File: src/rtl/eic_pkg.sv
package eic_pkg;
  typedef enum logic [2:0] {
    SEL_IMASK = 3'd0,
    SEL_EMASK = 3'd1,
    SEL_RISE  = 3'd2,
    SEL_FALL  = 3'd3,
    SEL_SWT   = 3'd4,
    SEL_PEND  = 3'd5
  } reg_sel_e;

  localparam int BANK_SPAN_BITS = 5;
  localparam int SEL_LSB        = 2;
endpackage

File: src/rtl/eic_sync.sv
module eic_sync #(
  parameter int W      = 32,
  parameter int STAGES = 2
) (
  input  logic         clk,
  input  logic         rst,
  input  logic [W-1:0] d,
  output logic [W-1:0] q
);
  logic [STAGES-1:0][W-1:0] chain;

  always_ff @(posedge clk) begin
    if (rst) begin
      chain <= '0;
    end else begin
      chain[0] <= d;
      for (int i = 1; i < STAGES; i++) chain[i] <= chain[i-1];
    end
  end

  assign q = chain[STAGES-1];
endmodule

File: src/rtl/eic_bank.sv
module eic_bank
  import eic_pkg::*;
#(
  parameter int LINES       = 32,
  parameter int SYNC_STAGES = 2
) (
  input  logic             clk,
  input  logic             rst,
  input  logic [LINES-1:0] line_in,
  input  logic             wr_en,
  input  reg_sel_e         wr_sel,
  input  logic [LINES-1:0] wr_data,
  output logic [LINES-1:0] pend,
  output logic [LINES-1:0] imask,
  output logic [LINES-1:0] emask,
  output logic [LINES-1:0] rise,
  output logic [LINES-1:0] fall
);
  logic [LINES-1:0] lvl, lvl_d, hit, sw_set, clr;

  eic_sync #(.W(LINES), .STAGES(SYNC_STAGES)) u_sync (
    .clk(clk), .rst(rst), .d(line_in), .q(lvl)
  );

  always_ff @(posedge clk) begin
    if (rst) lvl_d <= '0;
    else     lvl_d <= lvl;
  end

  // transition detect against the previous synchronised level
  assign hit    = (lvl & ~lvl_d & rise) | (~lvl & lvl_d & fall);
  assign sw_set = (wr_en && wr_sel == SEL_SWT)  ? wr_data : '0;
  assign clr    = (wr_en && wr_sel == SEL_PEND) ? wr_data : '0;

  // a set source wins over a same-cycle clear
  always_ff @(posedge clk) begin
    if (rst) pend <= '0;
    else     pend <= (pend & ~clr) | hit | sw_set;
  end

  // configuration has no hardware reset; software clears it at start-up
  always_ff @(posedge clk) begin
    if (wr_en) begin
      case (wr_sel)
        SEL_IMASK: imask <= wr_data;
        SEL_EMASK: emask <= wr_data;
        SEL_RISE:  rise  <= wr_data;
        SEL_FALL:  fall  <= wr_data;
        default: ;
      endcase
    end
  end
endmodule

File: src/rtl/eic_top.sv
module eic_top
  import eic_pkg::*;
#(
  parameter int NB          = 2,
  parameter int LINES       = 32,
  parameter int ADDR_W      = 8,
  parameter int SYNC_STAGES = 2
) (
  input  logic                clk,
  input  logic                rst,
  input  logic [NB*LINES-1:0] ext_in,
  input  logic                bus_valid,
  input  logic                bus_write,
  input  logic [ADDR_W-1:0]   bus_addr,
  input  logic [LINES-1:0]    bus_wdata,
  output logic                bus_ready,
  output logic                rd_valid,
  output logic [LINES-1:0]    rd_data,
  output logic                irq
);
  localparam int BW = ADDR_W - BANK_SPAN_BITS;

  logic [BW-1:0]              bank_idx;
  reg_sel_e                   sel;
  logic                       aligned;
  logic [NB-1:0]              hit_bank;
  logic [NB-1:0][LINES-1:0]   pend_v, imask_v, emask_v, rise_v, fall_v;
  logic [LINES-1:0]           rd_mux;

  assign bank_idx  = bus_addr[ADDR_W-1:BANK_SPAN_BITS];
  assign sel       = reg_sel_e'(bus_addr[BANK_SPAN_BITS-1:SEL_LSB]);
  assign aligned   = (bus_addr[SEL_LSB-1:0] == '0);
  assign bus_ready = ~rst;

  for (genvar b = 0; b < NB; b++) begin : g_bank
    assign hit_bank[b] = aligned && (bank_idx == BW'(b));

    eic_bank #(.LINES(LINES), .SYNC_STAGES(SYNC_STAGES)) u_bank (
      .clk     (clk),
      .rst     (rst),
      .line_in (ext_in[b*LINES +: LINES]),
      .wr_en   (bus_valid & bus_write & hit_bank[b]),
      .wr_sel  (sel),
      .wr_data (bus_wdata),
      .pend    (pend_v[b]),
      .imask   (imask_v[b]),
      .emask   (emask_v[b]),
      .rise    (rise_v[b]),
      .fall    (fall_v[b])
    );
  end

  always_comb begin
    rd_mux = '0;
    for (int b = 0; b < NB; b++) begin
      if (hit_bank[b]) begin
        case (sel)
          SEL_IMASK: rd_mux = imask_v[b];
          SEL_EMASK: rd_mux = emask_v[b];
          SEL_RISE:  rd_mux = rise_v[b];
          SEL_FALL:  rd_mux = fall_v[b];
          SEL_PEND:  rd_mux = pend_v[b];
          default:   rd_mux = '0;
        endcase
      end
    end
  end

  always_ff @(posedge clk) begin
    if (rst) begin
      rd_valid <= 1'b0;
      rd_data  <= '0;
      irq      <= 1'b0;
    end else begin
      rd_valid <= bus_valid & ~bus_write;
      rd_data  <= rd_mux;
      irq      <= |(pend_v & imask_v);
    end
  end
endmodule

File: config.mk
export PLATFORM = sky130hd
export DESIGN_NAME = eic_top
export DESIGN_NICKNAME = d
export VERILOG_FILES = /design/src/rtl/eic_pkg.sv /design/src/rtl/eic_sync.sv /design/src/rtl/eic_bank.sv /design/src/rtl/eic_top.sv
export SDC_FILE = /design/constraint.sdc
export NUM_CORES = 1
export LEC_CHECK = 0
export ABC_AREA = 1
export BUFFER_PORTS_ARGS = -buffer_cell sky130_fd_sc_hd__buf_2
export CELL_PAD_IN_SITES_DETAIL_PLACEMENT = 1
export CELL_PAD_IN_SITES_GLOBAL_PLACEMENT = 1
export CORE_UTILIZATION = 43
export CTS_BUF_LIST = sky130_fd_sc_hd__clkbuf_8
export DETAILED_ROUTE_END_ITERATION = 8
export GPL_TIMING_DRIVEN = 0
export PLACE_DENSITY_LB_ADDON = 0.1
export SLEW_MARGIN = 20
export SYNTH_ARGS = -nofsm -noshare
export SYNTH_HDL_FRONTEND = slang
export SYNTH_SLANG_ARGS = --single-unit
File: constraint.sdc
create_clock -name clk -period 2.85 [get_ports clk]
set_input_delay 0.285 -clock clk [delete_from_list [all_inputs] [get_ports clk]]
set_output_delay 0.285 -clock clk [all_outputs]
set_load 0.01 [all_outputs]
==> results.yml, run 1 <==
drt:
  drcViolationCount: 0
  wl_per_cell_um: 22.58
  wirelength_mm: 84.69
  via_count: 20225
  drt_pre_antenna_iters: 5
  viasPerCell: 5.392
  first_iter_violations: 1682
  drtAntennaViolNets: 0
place:
  place_congestion: 0.9075
  placed_cells: 3476
  port_buffers: 139
  hpwl_mm: 59.03
global_routing:
  grt_usage: 0.3200
  grt-ovfl-total: 0
  grt_pass1_vias: 21110
  grt_max_degree: 20
  grt_pass1_wl_mm: 126.1
  antenna_found_initial: 2
sta:
  fin_crit_ns: 2.573
  finalHoldViolCount: 0
  tightest_slew_ns: 1.045
  finalMaxSlewViolations: 0
  fin_crit_sh: 0.9028
  whs_ns: 0.04036
  relSlewSlack: 0.3031
  max_freq_mhz: 388.7
  setup_viol: 0
  skew_ns: 0.02414
  rsz0062_at_grt: "false"
synth:
  synthCells: 2647
  seq_area_frac_synth: 0.5994
  synth.area.top_cells: "edfxtp_1, dfxtp_1, nand2_1"
  synth_top_area_cell: "edfxtp_1"
  synth_nets: 2755
  syn_area_um2: 22510
  yosysWarnings: 0
  ys_types: 22
  ys_ff_latch: 546
  avgSynthCellArea_um2: 8.505
  synth_top_area_frac: 0.3415
floorplanning:
  dieArea_um2: 53270
  rows: 83
  fp.dieH_um: 230.8
  die_w_um: 230.8
  start_util: 0.4370
  coreArea_um2: 51510
  num_io_pins: 143
hold_path:
  hold_depth: 1
  hp-class: "in -> reg"
setup_path:
  cp_slowest_cell: "nor2_4"
  path_cells: "buf_2 -> nand2_1 -> inv_1 -> buf_2 -> buf_1 -> nand2_1 -> nor2_4 -> buf_16"
  ff2ff_path_depth: 8
  crit_path_max_fanout: 17
  cp-end-kind: "flip-flop"
  critPathLaunchType: "input pin"
  slowest_delay_ns: 0.69
  critical_path_arrival_ns: 2.97
  cp.required_ns: 3.25
  path_class: "in -> reg"
clock_tree:
  clock_latency_ns: 0.71
  clockBufferDepth: 3
  clkTransAtPathRegs_ns: 0.06
  clock-sinks: 546
  cts_root_buffer: "clkbuf_8"
  htreeDepth: 3
  numCtsBuffers: 94
  tritoncts: "done"
final_layout:
  layout-drive-gt1-share: 0.1225
  fin_cells: 3751
  area_growth_syn_to_layout_pct: 20.99
  fill_cells: 6201
  fin_nets: 3097
power_and_ir_drop:
  p_leak_nw: 11.85
  pwr_density_cell_nw_per_um2: 618.3
  ir_worst_vdd_mv: 0.3787
job:
  drv_cap: 0
status:
  outcome: "complete, no violations"
[critical path: cells and delay by family]
| kind | cells | cell delay (ns) |
|---|---|---|
| buffers and inverters | 5 | 1.47 |
| AND/OR/NAND/NOR | 3 | 1.17 |
[path summary, 6_finish.rpt]
check	start	endpoint	slack [ns]
worst max-delay path	bus_write	g_bank[1].u_bank.rise[9]	0.28
worst min-delay path	bus_wdata[30]	g_bank[1].u_bank.rise[30]	0.04
worst max register to register	g_bank[1].u_bank.imask[26]	irq	1.06
worst min register to register	g_bank[1].u_bank.u_sync.chain[12]	g_bank[1].u_bank.u_sync.q[12]	0.39
[layer usage]
layer | vias up | part of all wire | track usage
li1 | 9208 | - | -
met5 | - | 0.00015 | 0
met1 | 9938 | 0.42 | 0.4176
met3 | 203 | 0.078 | 0.05879
met2 | 874 | 0.46 | 0.5201
met4 | 2 | 0.035 | 0.1360
[state kept, by name, indices dropped and copies added, names as in the netlist]
name / cells
rd_valid: 1
g_bank.u_bank.u_sync.chain: 64
g_bank.u_bank.lvl_d: 64
g_bank.u_bank.u_sync.q: 64
rd_data: 32
g_bank.u_bank.emask: 64
g_bank.u_bank.imask: 64
g_bank.u_bank.pend: 64
g_bank.u_bank.rise: 64
irq: 1
g_bank.u_bank.fall: 64
[area by class of cell]
| type | instances | area, µm² | area share |
|---|---|---|---|
| sequential | 546 | 13490 | 0.4954 |
| clock inverter | 59 | 252.7 | 0.009280 |
| timing repair buffer | 246 | 1934 | 0.07102 |
| tap | 680 | 850.8 | 0.03124 |
| multi-input combinational | 1574 | 6917 | 0.2540 |
| inverter | 385 | 1448 | 0.05315 |
| antenna | 1 | 2.502 | 0.00009188 |
| buffer | 142 | 714.4 | 0.02623 |
| clock buffer | 118 | 1624 | 0.05963 |
[synthesized netlist by cell type]
master and n:
nand2_1 656, nor2_1 418, inv_1 381, dfxtp_1 290, edfxtp_1 256, nand4_1 217
a21oi_1 107, nand3_1 106, clkbuf_1 50, buf_2 49, o21ai_0 48, buf_1 18
buf_4 18, a31oi_1 16, buf_6 7, inv_2 3, nor2_2 2, inv_4 1
nand2_2 1, nand3_2 1, nand4_2 1, nor2_8 1
[layout by cell type (no fill, tap or decap)]
cell type | Yosys | routed
buf_12 | 0 | 1
nand2_1 | 656 | 656
edfxtp_1 | 256 | 256
dlygate4sd3_1 | 0 | 97
dfxtp_1 | 290 | 290
clkinv_2 | 0 | 13
clkinvlp_4 | 0 | 4
diode_2 | 0 | 1
buf_16 | 0 | 9
clkbuf_8 | 0 | 118
nand4_1 | 217 | 217
clkinv_1 | 0 | 3
inv_1 | 381 | 420
nand3_1 | 106 | 106
inv_2 | 3 | 3
nor2_4 | 0 | 8
buf_2 | 49 | 188
buf_4 | 18 | 18
a21oi_1 | 107 | 107
o21ai_0 | 48 | 48
nand4_2 | 1 | 1
buf_1 | 18 | 18
buf_6 | 7 | 7
nor2_2 | 2 | 2
inv_4 | 1 | 1
nand2_2 | 1 | 1
nor2_1 | 418 | 410
nor2_8 | 1 | 1
clkbuf_1 | 50 | 50
a31oi_1 | 16 | 16
nand3_2 | 1 | 1
[kinds of logic (layout without fill, tap and decap cells)]
kind of cell	count (synthesis)	after routing	synth area share
other	0	1	0
AND/OR/NAND/NOR	1403	1403	0.2657
AO/OA/AOI/OAI	171	171	0.03891
buffers and inverters	527	950	0.09604
flip-flops	546	546	0.5994
[power by group]
part / internal, mW / total, mW / switching [mW]
Clock: 3.72 / 7.03 / 3.31
Sequential: 8.37 / 8.47 / 0.0983
Combinational: 0.398 / 1.34 / 0.938
[metrics by stage]
stage | TNS, ns | utilization | setup WS [ns] | area, µm² | power (mW)
final | 0 | 0.5288 | 0.2770 | 27240 | 16.84
after global routing | 0 | 0.5287 | 0.2547 | 27230 | 17.40
after CTS | 0 | 0.5287 | 0.4644 | 27230 | 16.92
after detailed placement | -26.90 | 0.4734 | -0.2672 | 24390 | 9.827
after global placement | -526.75 | 0.4671 | -2.233 | 24060 | 9.772
after floorplan | -5.653 | - | -0.04416 | 22510 | 9.214
[timing repair]
item | in CTS | in global routing
endpoints found under the setup margin | 0 | 0
buffers inserted | 0 | 0
resized for setup | 0 | 0
hold buffers | 97 | 0
hold endpoints to repair | 309 | 0
No activity file was read; power rests on OpenSTA's default activity.
==> run 2: changes to the inputs <==
CORE_UTILIZATION = 48   (was 43)
SYNTH_HIERARCHICAL = 1   (was default)
clock period = 2.9 ns   (was 2.85 ns; I/O delays follow)
==> run 2 against run 1 <==
Against the previous run:
- die area decreased by 12%
- synthesized area decreased by 1.4%
- register-to-register slack improved by 0.18 ns
- clock-buffer cell count decreased by 10
- global-route usage decreased by 1.2 points
- sequential cell count unchanged
- utilization increased by 6.0 points
- critical path depth unchanged
- wire length decreased by 16%
- clock skew increased by 0.012 ns
- worst setup slack improved by 0.064 ns
- critical path type unchanged
- largest power group unchanged
==> results.yml, run 2 <==
synth:
  synthTopCellsByCount: "nand2_1, inv_1, nor2_1"
  syn_area_um2: 22200
  synth.area.top_cells: "edfxtp_1, dfxtp_1, nand2_1"
  ys_types: 20
  ys_ff_latch: 546
  synth_top_area_cell: "edfxtp_1"
  synth_top_flop_cell: "dfxtp_1"
  yosysMostFrequentCell: "nand2_1"
  synth_enable_flop_cells: 256
  synthCells: 2634
  synth_nets: 2742
  avgSynthCellArea_um2: 8.428
  async_flop_share: 0
  yosysWarnings: 6
  synth_top_area_frac: 0.3463
  seq_area_frac_synth: 0.6078
clock_tree:
  htreeDepth: 3
  post_cts_resized: 0
  clock-sinks: 546
  numCtsBuffers: 91
  clockBufferDepth: 3
  clock_latency_ns: 0.70
  cts_root_buffer: "clkbuf_8"
  clkTransAtPathRegs_ns: 0.06
  tritoncts: "done"
hold_path:
  hp-class: "in -> reg"
  hold_path_startpoint: "bus_addr[7]"
drt:
  via_count: 18600
  first_iter_violations: 1185
  wirelength_mm: 71.22
  drt_pre_antenna_iters: 5
  drcViolationCount: 0
  viasPerCell: 5.086
  drtAntennaViolNets: 0
  wl_per_cell_um: 19.48
floorplanning:
  dieArea_um2: 47120
  num_io_pins: 143
  fp.dieH_um: 217.1
  die_w_um: 217.1
  rows: 78
  coreArea_um2: 45480
  start_util: 0.4881
global_routing:
  grt-ovfl-total: 0
  grt_usage: 0.3078
  grt_pass1_vias: 20289
  grt_max_degree: 19
  grt_pass1_wl_mm: 109.1
  antenna_found_initial: 2
setup_path:
  critical_path_arrival_ns: 2.95
  slowest_delay_ns: 0.70
  cp-end-kind: "flip-flop"
  cp.required_ns: 3.29
  path_class: "in -> reg"
  path_cells: "buf_2 -> nor2_1 -> nand4_1 -> clkbuf_1 -> nor3_1 -> nand3_1 -> nor2_4 -> buf_16"
  crit_path_start: "bus_addr[6]"
  reg2reg_from: "g_bank[0].u_bank/imask[17]"
  critPathBufInv: 3
  crit_path_max_fanout: 18
  cp_top_family: "simple AND/OR/NAND/NOR gates"
  critPathLaunchType: "input pin"
  cp_slowest_cell: "nor2_4"
place:
  placed_cells: 3387
  hpwl_mm: 49.40
  place_congestion: 0.8614
  port_buffers: 142
sta:
  finalHoldViolCount: 0
  fin_setup_tns_ns: 0
  fin_crit_sh: 0.8824
  relSlewSlack: 0.3451
  whs_ns: 0.2129
  fin_crit_ns: 2.559
  finalMaxSlewViolations: 0
  rsz0062_at_grt: "false"
  tightest_slew_ns: 0.9823
  skew_ns: 0.03658
  setup_viol: 0
  max_freq_mhz: 390.8
final_layout:
  fin_cells: 3657
  final_util: 0.5890
  fin_nets: 3087
  area_growth_syn_to_layout_pct: 20.67
  mostFrequentLayoutCell: "nand2_1"
  layout-drive-gt1-share: 0.1394
  final_cell_mix: "nand2_1, inv_1, nor2_1, dfxtp_1, edfxtp_1"
  antenna_cells: 0
job:
  drv_cap: 0
power_and_ir_drop:
  ir_worst_vdd_mv: 0.3833
  finalPower_mw: 16.16
  p_leak_nw: 11.95
  pwr_density_cell_nw_per_um2: 603.2
status:
  outcome: "complete, no violations"
run 2: what timing repair did:
action / CTS / global route
hold buffers: 99 / 0
endpoints found under the hold margin: 320 / 0
setup buffers: 0 / 0
run 2: worst reg2reg max path: cells and delay by family (launching register included):
kind	cells	cell delay (ns)
simple gates	8	1.13
flops	1	0.40
run 2: cell type report:
type,count,area [µm²]
Clock buffer,108,1486
Inverter,336,1261
Sequential cell,546,13490
Buffer,150,1057
Clock inverter,63,316.6
Multi-Input combinational cell,1602,6456
Fill cell,5495,18690
Tap cell,600,750.7
Timing Repair Buffer,252,1967
run 2: where the power goes:
part | total [mW] | switching, mW | internal [mW]
logic | 1.15 | 0.728 | 0.421
clock network | 6.69 | 3.14 | 3.55
registers | 8.32 | 0.0867 | 8.23
run 2: stage by stage:
| step | instance area (µm²) | worst slack [ns] |
|---|---|---|
| floorplan | 22210 | -0.07011 |
| global placement | 23670 | -2.120 |
| detailed placement | 23990 | -0.2818 |
| CTS | 26790 | 0.4296 |
| global route | 26790 | 0.2032 |
| finish | 26790 | 0.3409 |
run 2: final timing paths:
path / to / slack [ns] / cells past startpoint
worst min-delay path: rd_data[9] / 0.21 / 6
worst max register to register: irq / 1.24 / 8
worst min register to register: g_bank[1].u_bank/u_sync/q[9] / 0.39 / 2
worst max-delay path: g_bank[1].u_bank/fall[22] / 0.34 / 8
run 2: layer usage:
layer | wire length, µm | share of wire | global-route usage
met2 | 36040 | 0.51 | 0.5478
met1 | 28300 | 0.40 | 0.3652
met5 | 0 | 0 | 0
met4 | 2647 | 0.037 | 0.1275
met3 | 4240 | 0.060 | 0.05409
run 2: cell families after synthesis:
logic type	synth area share
and+or+nand+nor	0.2652
DFF	0.6078
buffers and inverters	0.1044
AOI/OAI and AO/OA	0.02254
==> run 3: changes to the inputs <==
CORE_ASPECT_RATIO = 1.4   (was default)
==> run 3 against run 2 <==
Against the previous run:
- final cell count down 0.11%
- worst setup slack better by 0.0025 ns
- largest cell class unchanged
- critical endpoint is now g_bank[0].u_bank/imask[20]
- critical path type unchanged
- highest routed layer unchanged
- design area down 0.29%
==> results.yml, run 3 (synthesized netlist as in run 2, its figures left out) <==
status:
  outcome: "complete, no violations"
setup_path:
  rrSetupSlack_ns: 1.29
  critPathLaunchType: "input pin"
  reg2reg_from: "g_bank[0].u_bank/imask[27]"
  cp.required_ns: 3.25
  cp-end-kind: "flip-flop"
  critical_path_arrival_ns: 2.91
  path_class: "in -> reg"
  crit_path_start: "bus_write"
  crit_path_max_fanout: 12
floorplanning:
  coreArea_um2: 45350
  num_io_pins: 143
  fp.dieH_um: 256.5
  die_w_um: 183.8
  dieArea_um2: 47130
  start_util: 0.4895
  rows: 92
sta:
  fin_setup_tns_ns: 0
  setup_viol: 0
  fin_crit_sh: 0.8816
  finalHoldViolCount: 0
  layout_setup_ws_ns: 0.3434
  whs_ns: 0.05722
  max_freq_mhz: 391.1
  tightest_slew_ns: 0.8841
  fin_crit_ns: 2.557
  skew_ns: 0.03766
  rsz0062_at_grt: "false"
  relSlewSlack: 0.4106
  finalMaxSlewViolations: 0
clock_tree:
  clock_latency_ns: 0.68
  clockBufferDepth: 3
  clkTransAtPathRegs_ns: 0.06
  cts_root_buffer: "clkbuf_8"
  clock-sinks: 546
  tritoncts: "done"
  numCtsBuffers: 84
  htreeDepth: 3
  post_cts_resized: 0
place:
  dp_slack_ns: -0.2279
  port_buffers: 142
  place_congestion: 0.8443
  placed_cell_area_um2: 24040
  hpwl_mm: 49.92
drt:
  drt_pre_antenna_iters: 5
  first_iter_violations: 928
  drcViolationCount: 0
  wl_per_cell_um: 19.59
  wirelength_mm: 71.57
  via_count: 18555
  viasPerCell: 5.079
  drtAntennaViolNets: 0
power_and_ir_drop:
  pwr_density_cell_nw_per_um2: 597.1
  switching_power_mw: 3.868
  p_clk_frac: 0.406
  pwr-share-seq: 0.522
  power_frac_comb: 0.072
  p_leak_nw: 11.88
  ir_worst_vdd_mv: 0.4040
  internal-power_mw: 12.08
  swShare: 0.2425
global_routing:
  grt_pass1_vias: 20331
  antenna_found_initial: 2
  grt_max_degree: 19
  grt-ovfl-total: 0
  grt_usage: 0.3092
  grt_pass1_wl_mm: 108.4
job:
  drv_cap: 0
final_layout:
  final_cell_mix: "nand2_1, inv_1, nor2_1, dfxtp_1, edfxtp_1"
  final_util: 0.5889
  layout-drive-gt1-share: 0.1391
  design_area_um2: 26710
  mostFrequentLayoutCell: "nand2_1"
  fin_nets: 3079
  area_growth_syn_to_layout_pct: 20.31
hold_path:
  hold_path_startpoint: "bus_wdata[22]"
  hp-class: "in -> reg"
-- run 3: final timing paths --
kind / depth (start not counted) / end
max reg2reg: 8 / irq
max: 8 / g_bank[0].u_bank/imask[20]
min reg2reg: 2 / g_bank[0].u_bank/u_sync/q[19]
min: 1 / g_bank[1].u_bank/rise[22]
-- run 3: metal layers --
metal	vias to the layer above	global-route usage	wire [µm]
li1	8692	-	-
met1	9128	0.3363	27120
met2	536	0.5686	37450
met3	199	0.04119	3208
met4	0	0.1762	3784
met5	-	0	0
-- run 3: through the flow --
stage	power, mW	std cells
detailed placement	9.510	3399
global route	16.48	3653
CTS	16.04	3651
floorplan	9.023	2634
finish	15.95	3653
global placement	9.441	3387
-- run 3: cell type report --
type	instances	area [µm²]
clock buffers	105	1445
flip-flops and latches	546	13490
clock inverters	50	252.7
repair buffers	251	1974
multi-input cells	1602	6456
inverters	336	1261
fillers	5560	18640
well taps	611	764.5
plain buffers	150	1057
diodes	2	5.005
-- run 3: worst max-delay path: stages --
cell and delay (ns):
dlygate4sd3_1 0.53, buf_2 0.13, inv_1 0.05, nor4_1 0.55, nand2_1 0.30, nor3_4 0.65, buf_16 0.23, buf_8 0.17
-- run 3: what timing repair did --
item | in CTS | in global routing
hold buffers | 97 | 0
hold endpoints to repair | 279 | 0
buffers inserted | 0 | 0
-- run 3: power groups by stage --
stage | Clock [mW] | Sequential (mW) | Combinational (mW)
4_1_cts | 6.58 | 8.31 | 1.15
6_report | 6.48 | 8.32 | 1.15
3_3_place_gp | 0 | 8.47 | 0.973
5_1_grt | 6.90 | 8.33 | 1.25
3_5_place_dp | 0 | 8.48 | 1.03
2_1_floorplan | 0 | 8.46 | 0.568
